$ cat src/rtl/bw_mult_pkg.sv
package bw_mult_pkg;

   // Larger of two widths.
   function automatic int unsigned wmax(input int unsigned x, input int unsigned y);
      return (x > y) ? x : y;
   endfunction

   // A term is inverted when exactly one of its indices is the sign position.
   function automatic bit term_inverted(input int unsigned i, input int unsigned j,
                                        input int unsigned n);
      return (i == n - 1) ^ (j == n - 1);
   endfunction

endpackage

$ cat src/rtl/bw_ha.sv
module bw_ha (
   input  logic x_i,
   input  logic y_i,
   output logic s_o,
   output logic c_o
);
   assign s_o = x_i ^ y_i;
   assign c_o = x_i & y_i;
endmodule

$ cat src/rtl/bw_fa.sv
module bw_fa (
   input  logic x_i,
   input  logic y_i,
   input  logic z_i,
   output logic s_o,
   output logic c_o
);
   logic xy;
   assign xy  = x_i ^ y_i;
   assign s_o = xy ^ z_i;
   assign c_o = (x_i & y_i) | (xy & z_i);
endmodule

$ cat src/rtl/bw_pp_matrix.sv
module bw_pp_matrix
   import bw_mult_pkg::*;
#(
   parameter int unsigned N = 4
) (
   input  logic [N-1:0]   a_i,
   input  logic [N-1:0]   b_i,
   output logic [N*N-1:0] pp_o      // term (i,j) at index j*N+i
);
   for (genvar j = 0; j < N; j++) begin : g_row
      for (genvar i = 0; i < N; i++) begin : g_col
         if (term_inverted(i, j, N)) begin : g_nand
            assign pp_o[j*N+i] = ~(a_i[i] & b_i[j]);
         end else begin : g_and
            assign pp_o[j*N+i] = a_i[i] & b_i[j];
         end
      end
   end
endmodule

$ cat src/rtl/bw_adder_row.sv
module bw_adder_row #(
   parameter int unsigned N = 4
) (
   input  logic [N-1:0] pp_i,       // this row's partial products
   input  logic [N-1:0] upper_i,    // terms handed down from the row above
   output logic [N-1:0] sum_o,
   output logic         cout_o
);
   logic [N:1] chain;

   for (genvar i = 0; i < N; i++) begin : g_cell
      if (i == 0) begin : g_half
         bw_ha u_ha (
            .x_i (pp_i[0]),
            .y_i (upper_i[0]),
            .s_o (sum_o[0]),
            .c_o (chain[1])
         );
      end else begin : g_full
         bw_fa u_fa (
            .x_i (pp_i[i]),
            .y_i (upper_i[i]),
            .z_i (chain[i]),
            .s_o (sum_o[i]),
            .c_o (chain[i+1])
         );
      end
   end

   assign cout_o = chain[N];
endmodule

$ cat src/rtl/bw_mult.sv
module bw_mult
   import bw_mult_pkg::*;
#(
   parameter int unsigned WA = 8,
   parameter int unsigned WB = 6
) (
   input  logic [WA-1:0]                      mcand_i,
   input  logic [WB-1:0]                      mplier_i,
   output logic [2*((WA > WB) ? WA : WB)-1:0] prod_o
);
   localparam int unsigned N = wmax(WA, WB);
   localparam int unsigned P = 2 * N;

   if (WA < 1 || WB < 1) begin : g_bad_width
      $error("bw_mult: operand widths must be at least 1");
   end

   // Sign extension to the common width
   logic [N-1:0] a_ext;
   logic [N-1:0] b_ext;

   if (WA == N) begin : g_a_full
      assign a_ext = mcand_i;
   end else begin : g_a_ext
      assign a_ext = {{(N-WA){mcand_i[WA-1]}}, mcand_i};
   end

   if (WB == N) begin : g_b_full
      assign b_ext = mplier_i;
   end else begin : g_b_ext
      assign b_ext = {{(N-WB){mplier_i[WB-1]}}, mplier_i};
   end

   logic [N*N-1:0] pp;

   bw_pp_matrix #(.N(N)) u_pp (
      .a_i  (a_ext),
      .b_i  (b_ext),
      .pp_o (pp)
   );

   if (N == 1) begin : g_single
      assign prod_o = {1'b0, pp[0]};
   end else begin : g_array
      logic [N-1:0] row_sum   [1:N-1];
      logic         row_cy    [1:N-1];
      logic [N-1:0] row_upper [1:N-1];

      for (genvar j = 1; j < N; j++) begin : g_row
         if (j == 1) begin : g_first
            // constant one at the top position replaces a missing term
            assign row_upper[j] = {1'b1, pp[N-1:1]};
         end else begin : g_next
            assign row_upper[j] = {row_cy[j-1], row_sum[j-1][N-1:1]};
         end

         bw_adder_row #(.N(N)) u_row (
            .pp_i    (pp[j*N +: N]),
            .upper_i (row_upper[j]),
            .sum_o   (row_sum[j]),
            .cout_o  (row_cy[j])
         );

         if (j < N - 1) begin : g_mid_bit
            assign prod_o[j] = row_sum[j][0];
         end
      end

      assign prod_o[0]           = pp[0];
      assign prod_o[P-2:N-1]     = row_sum[N-1];
      assign prod_o[P-1]         = ~row_cy[N-1];
   end
endmodule

$ cat config.mk
export PLATFORM = sky130hd
export DESIGN_NAME = bw_mult
export DESIGN_NICKNAME = d
export VERILOG_FILES = /design/src/rtl/bw_mult_pkg.sv /design/src/rtl/bw_ha.sv /design/src/rtl/bw_fa.sv /design/src/rtl/bw_pp_matrix.sv /design/src/rtl/bw_adder_row.sv /design/src/rtl/bw_mult.sv
export SDC_FILE = /design/constraint.sdc
export NUM_CORES = 1
export LEC_CHECK = 0
export ABC_CLOCK_PERIOD_IN_PS = 32700
export BUFFER_PORTS_ARGS = -buffer_cell sky130_fd_sc_hd__buf_4
export CORE_MARGIN = 2
export CORE_UTILIZATION = 50
export DETAILED_ROUTE_END_ITERATION = 10
export PLACE_DENSITY = 0.73
export SLEW_MARGIN = 40
export SYNTH_ARGS = -nofsm -noshare
export SYNTH_HDL_FRONTEND = slang
export SYNTH_SLANG_ARGS = --single-unit
$ cat constraint.sdc
create_clock -name vclk -period 32.7
set_input_delay 6.54 -clock vclk [all_inputs]
set_output_delay 6.54 -clock vclk [all_outputs]
set_load 0.005 [all_outputs]
After elaboration in Yosys (flattened, before gate mapping)

Index checks and enable logic that the tools add are counted.
Widths: inputs -> output; s select.

Bitwise logic cells: 319

Operators with widths:

| kind        | number |
|---|---|
| $and 1x1->1 | 152 |
| $xor 1x1->1 | 104 |
| $or 1x1->1  | 49 |
| $not 1->1   | 14 |

Word-level logic and storage cells: 319
Output and inout bits: 16
Input bits: 14
Flip-flop bits (word level): 0

Depth between registers and ports, before layout

Depth in word-level cells: 41
Depth in mapped cells: 36
Depth with buffers taken out: 35

Modules after synthesis

From an unflattened synthesis, not the netlist that was laid out.

Cell total of the unflattened synthesis: 123
Area, all modules: 1446.4 um^2

By module, submodules not included:

| module       | instances | cells an instance | area each (um^2) |
|---|---|---|---|
| bw_fa        | 49        | 1                 | 20.0 |
| bw_pp_matrix | 1         | 65                | 370.4 |
| bw_ha        | 7         | 1                 | 12.5 |
| bw_mult      | 1         | 2                 | 7.5 |

Worst setup path after synthesis

OpenSTA, ideal clock, no wires.

Path type: input -> output
From: in mplier_i[1]
To: out prod_o[14] (netlist bit)
Path buffers: 1
Setup slack: 11.256 ns
Arrival: 14.904 ns
Stages: 30
Cells stage by stage: and2_1 > ha_1 > fa_1 > inv_1 > fa_1 > inv_1 > fa_1 > inv_1 > fa_1 > fa_1 > fa_1 > fa_1 > fa_1 > fa_1 > fa_1 > fa_1 > fa_1 > inv_1 > fa_1 > fa_1 > inv_1 > fa_1 > inv_1 > fa_1 > fa_1 > fa_1 > inv_1 > fa_1 > inv_1 > buf_4

Cells in the longest elaborated chain, start to end: 39
Elaborated cells on any way between the ends: 250
Classes of those cells: 250 x bitwise

RTL lines:

| element                                    | line                     | source |
|---|---|---|
| start: declaration                         | bw_mult.sv:8             | `input logic [WB-1:0] mplier_i,` |
| $and 1x1->1                                | bw_pp_matrix.sv:15       | `assign pp_o[j*N+i] = a_i[i] & b_i[j];` |
| $xor 1x1->1 or $and 1x1->1 (tied branches) | bw_fa.sv:9, bw_ha.sv:8   |  |
| $and 1x1->1                                | bw_fa.sv:11              | `assign c_o = (x_i & y_i) \| (xy & z_i);` |
| $or 1x1->1                                 | bw_fa.sv:11              |  |
| $and 1x1->1 or $xor 1x1->1 (tied branches) | bw_fa.sv:11, bw_fa.sv:10 |  |
| $or 1x1->1 or $xor 1x1->1 (tied branches)  | bw_fa.sv:11, bw_fa.sv:9  |  |
| $and 1x1->1 or $xor 1x1->1 (tied branches) | bw_fa.sv:11, bw_fa.sv:10 |  |
| $or 1x1->1 or $xor 1x1->1 (tied branches)  | bw_fa.sv:11, bw_fa.sv:9  |  |
| [... 23 more ...]                          | --                       |  |
| $xor 1x1->1 or $or 1x1->1 (tied branches)  | bw_fa.sv:9, bw_fa.sv:11  |  |
| $and 1x1->1 or $xor 1x1->1 (tied branches) | bw_fa.sv:11, bw_fa.sv:10 |  |
| $or 1x1->1 or $xor 1x1->1 (tied branches)  | bw_fa.sv:11, bw_fa.sv:9  |  |
| $xor 1x1->1 or $and 1x1->1 (tied branches) | bw_fa.sv:10, bw_fa.sv:11 |  |
| $xor 1x1->1 or $or 1x1->1 (tied branches)  | bw_fa.sv:9, bw_fa.sv:11  |  |
| $and 1x1->1                                | bw_fa.sv:11              |  |
| $or 1x1->1                                 | bw_fa.sv:11              |  |
| $xor 1x1->1 *                              | bw_fa.sv:10              | `assign s_o = xy ^ z_i;` |
| end: declaration                           | bw_mult.sv:9             | `output logic [2*((WA > WB) ? WA : WB)-1:0] prod_o` |

Every way passes the cells marked *; elsewhere a longest branch is shown, timed or not.

Worst setup path in the final report

Same ends and word-level chain as after synthesis.

==> reports/qor.yml <==
status: "complete, no violations"
slew_headroom: 0.884
multi_input_area_um2: 1300
worst_pin_slew_ns: 0.174
io-pin-count: 30
netSwitchingPower_mw: 0.0893
synth_nets: 229
port_buffers: 30
dp_hpwl_um: 2300
n_clock_buffer: 0
area.sequential_um2: 0
worstPathArrival_ns: 15.38
wl_per_cell_um: 10.9
power.density_nw_per_um2: 119
p_int_mw: 0.114
gp_congestion: 0.774
grt_max_degree: 9
power_mw: 0.203
cp-endpoint: "prod_o[14]"
ys_warn_count: 0
diodes: 0
antenna_left: 0
gr-total-overflow: 0
fin_tns_setup_ns: 0
dieArea_um2: 3590
antenna_found_initial: 0
start_util: 0.520
maxSlewViolCount: 0
most-common-layout-cells: "fa_1 (48), inv_1 (38), nand2_1 (34), buf_4 (30), and2_1 (14)"
die_x_um: 59.9
setup_viol: 0
critPathCaptureType: "output port"
wl_um: 2260
area_growth_pct: 9.61
yosysTopAreaCell: "fa_1"
critPathLaunch: "mplier_i[1]"
syn_avg_cell_area_um2: 9.83
avgViaCountPerCell: 4.82
core_region_area_um2: 3000
seqPwrFrac: 0
fillers: 278
hold_violations: 0
rsz0062_at_grt: "no"
postCtsHoldBufs: 0
grt_usage: 0.142
cp_common_cell: "fa_1"
max_freq_mhz: 45.6
nFlopsAndLatches: 0
ys_seq_area_frac: 0
vias: 998
syn_inst: 159
p_comb_frac: 1.000
fp-row-count: 20
nNetsFinal: 246
crit_path_max_fanout: 8
drive_gt1_frac: 0.184
max-cap-violations: 0
grt_pass1_vias: 1127
synth_area_leaders: "fa_1 (61%), inv_1 (9.1%), nand2_1 (8.2%), buf_4 (6.7%), ha_1 (6.4%)"
hold_path_class: "input pin to output port"
yosysUniqueCellTypes: 9
p_leak_nw: 0.868
slowest_delay_ns: 0.49
grt_pass1_wl_um: 3970
clkPwrFrac: 0
finalCoreUtilization: 0.570
cp.required_ns: 26.16
synth_top_area_share: 0.615
ir_drop_mv: 0.105
period_share: 0.670
cp_slowest_cell: "fa_1"
die_y_um: 59.9
start_kind: "input pin"
ctsResizeCount: 0
final.min_clock_period_ns: 21.92
final_common_cell: "fa_1"
path_class: "input pin to output port"
synth_area_um2: 1560
post_cts_buffers: 0
first_iter_violations: 12
post-route-drc-count: 0
dr.pass1.iters: 4
switching_share: 0.439
-- area by class of cell --
cell class                      count  share of cell area
Inverter                           38              0.0833
Tap cell                           33              0.0241
Multi-Input combinational cell    106               0.761
Timing Repair Buffer               30               0.131
-- Yosys cell counts, drive strengths merged --
| cell type | n |
|---|---|
| nand2 | 35 |
| inv | 38 |
| buf | 15 |
| ha | 8 |
| xnor2 | 1 |
| and2 | 14 |
| fa | 48 |
-- metal layers --
| metal | global-route usage | share of wire | vias to the layer above |
|---|---|---|---|
| met1 | 0.125 | 0.32 | 515 |
| li1 | - | - | 461 |
| met5 | 0 | 0 | - |
| met3 | 0.00433 | 0.024 | 2 |
| met4 | 0.0222 | 0.0071 | 0 |
| met2 | 0.331 | 0.65 | 20 |
-- logic make-up (layout without fill, tap and decap cells) --
family,after synthesis,count (layout),synth area share
xor gates and xnor gates,1,1,0.0104
adders and majority gates,56,56,0.679
buffers and inverters,53,68,0.166
and+or+nand+nor,49,49,0.145
-- power by group through the flow --
stage	clock, mW	sequential [mW]	combinational (mW)
6_report	0	0	0.203
5_1_grt	0	0	0.236
4_1_cts	0	0	0.214
3_5_place_dp	0	0	0.213
3_3_place_gp	0	0	0.203
2_1_floorplan	0	0	0.178
-- worst max-delay path: cells and delay by family --
| family | cells | cell delay (ns) |
|---|---|---|
| adder cells (fa/ha/maj) | 20 | 7.87 |
| buffers and inverters | 10 | 0.83 |
| AND/OR/NAND/NOR | 1 | 0.15 |
-- stage by stage --
stage          cells  setup WS, ns  area (um2)  hold WS [ns]
3_3_place_gp     207         10.95        1710         13.42
6_report         207         10.78        1710         13.43
4_1_cts          207         10.70        1710         13.44
2_1_floorplan    159         11.26        1560         13.19
3_5_place_dp     207         10.71        1710         13.44
5_1_grt          207         10.46        1710         13.45
-- worst min-delay path by stage --
stage | startpoint | to | slack, ns | cells past startpoint
after floorplan | mcand_i[0] | prod_o[0] | 13.19 | 1
after global routing | mplier_i[0] | prod_o[0] | 13.45 | 3
after CTS | mplier_i[0] | prod_o[0] | 13.44 | 3
final | mplier_i[0] | prod_o[0] | 13.43 | 3
after global placement | mplier_i[0] | prod_o[0] | 13.42 | 3
after detailed placement | mplier_i[0] | prod_o[0] | 13.44 | 3
Power figures use the tool's default switching activity.
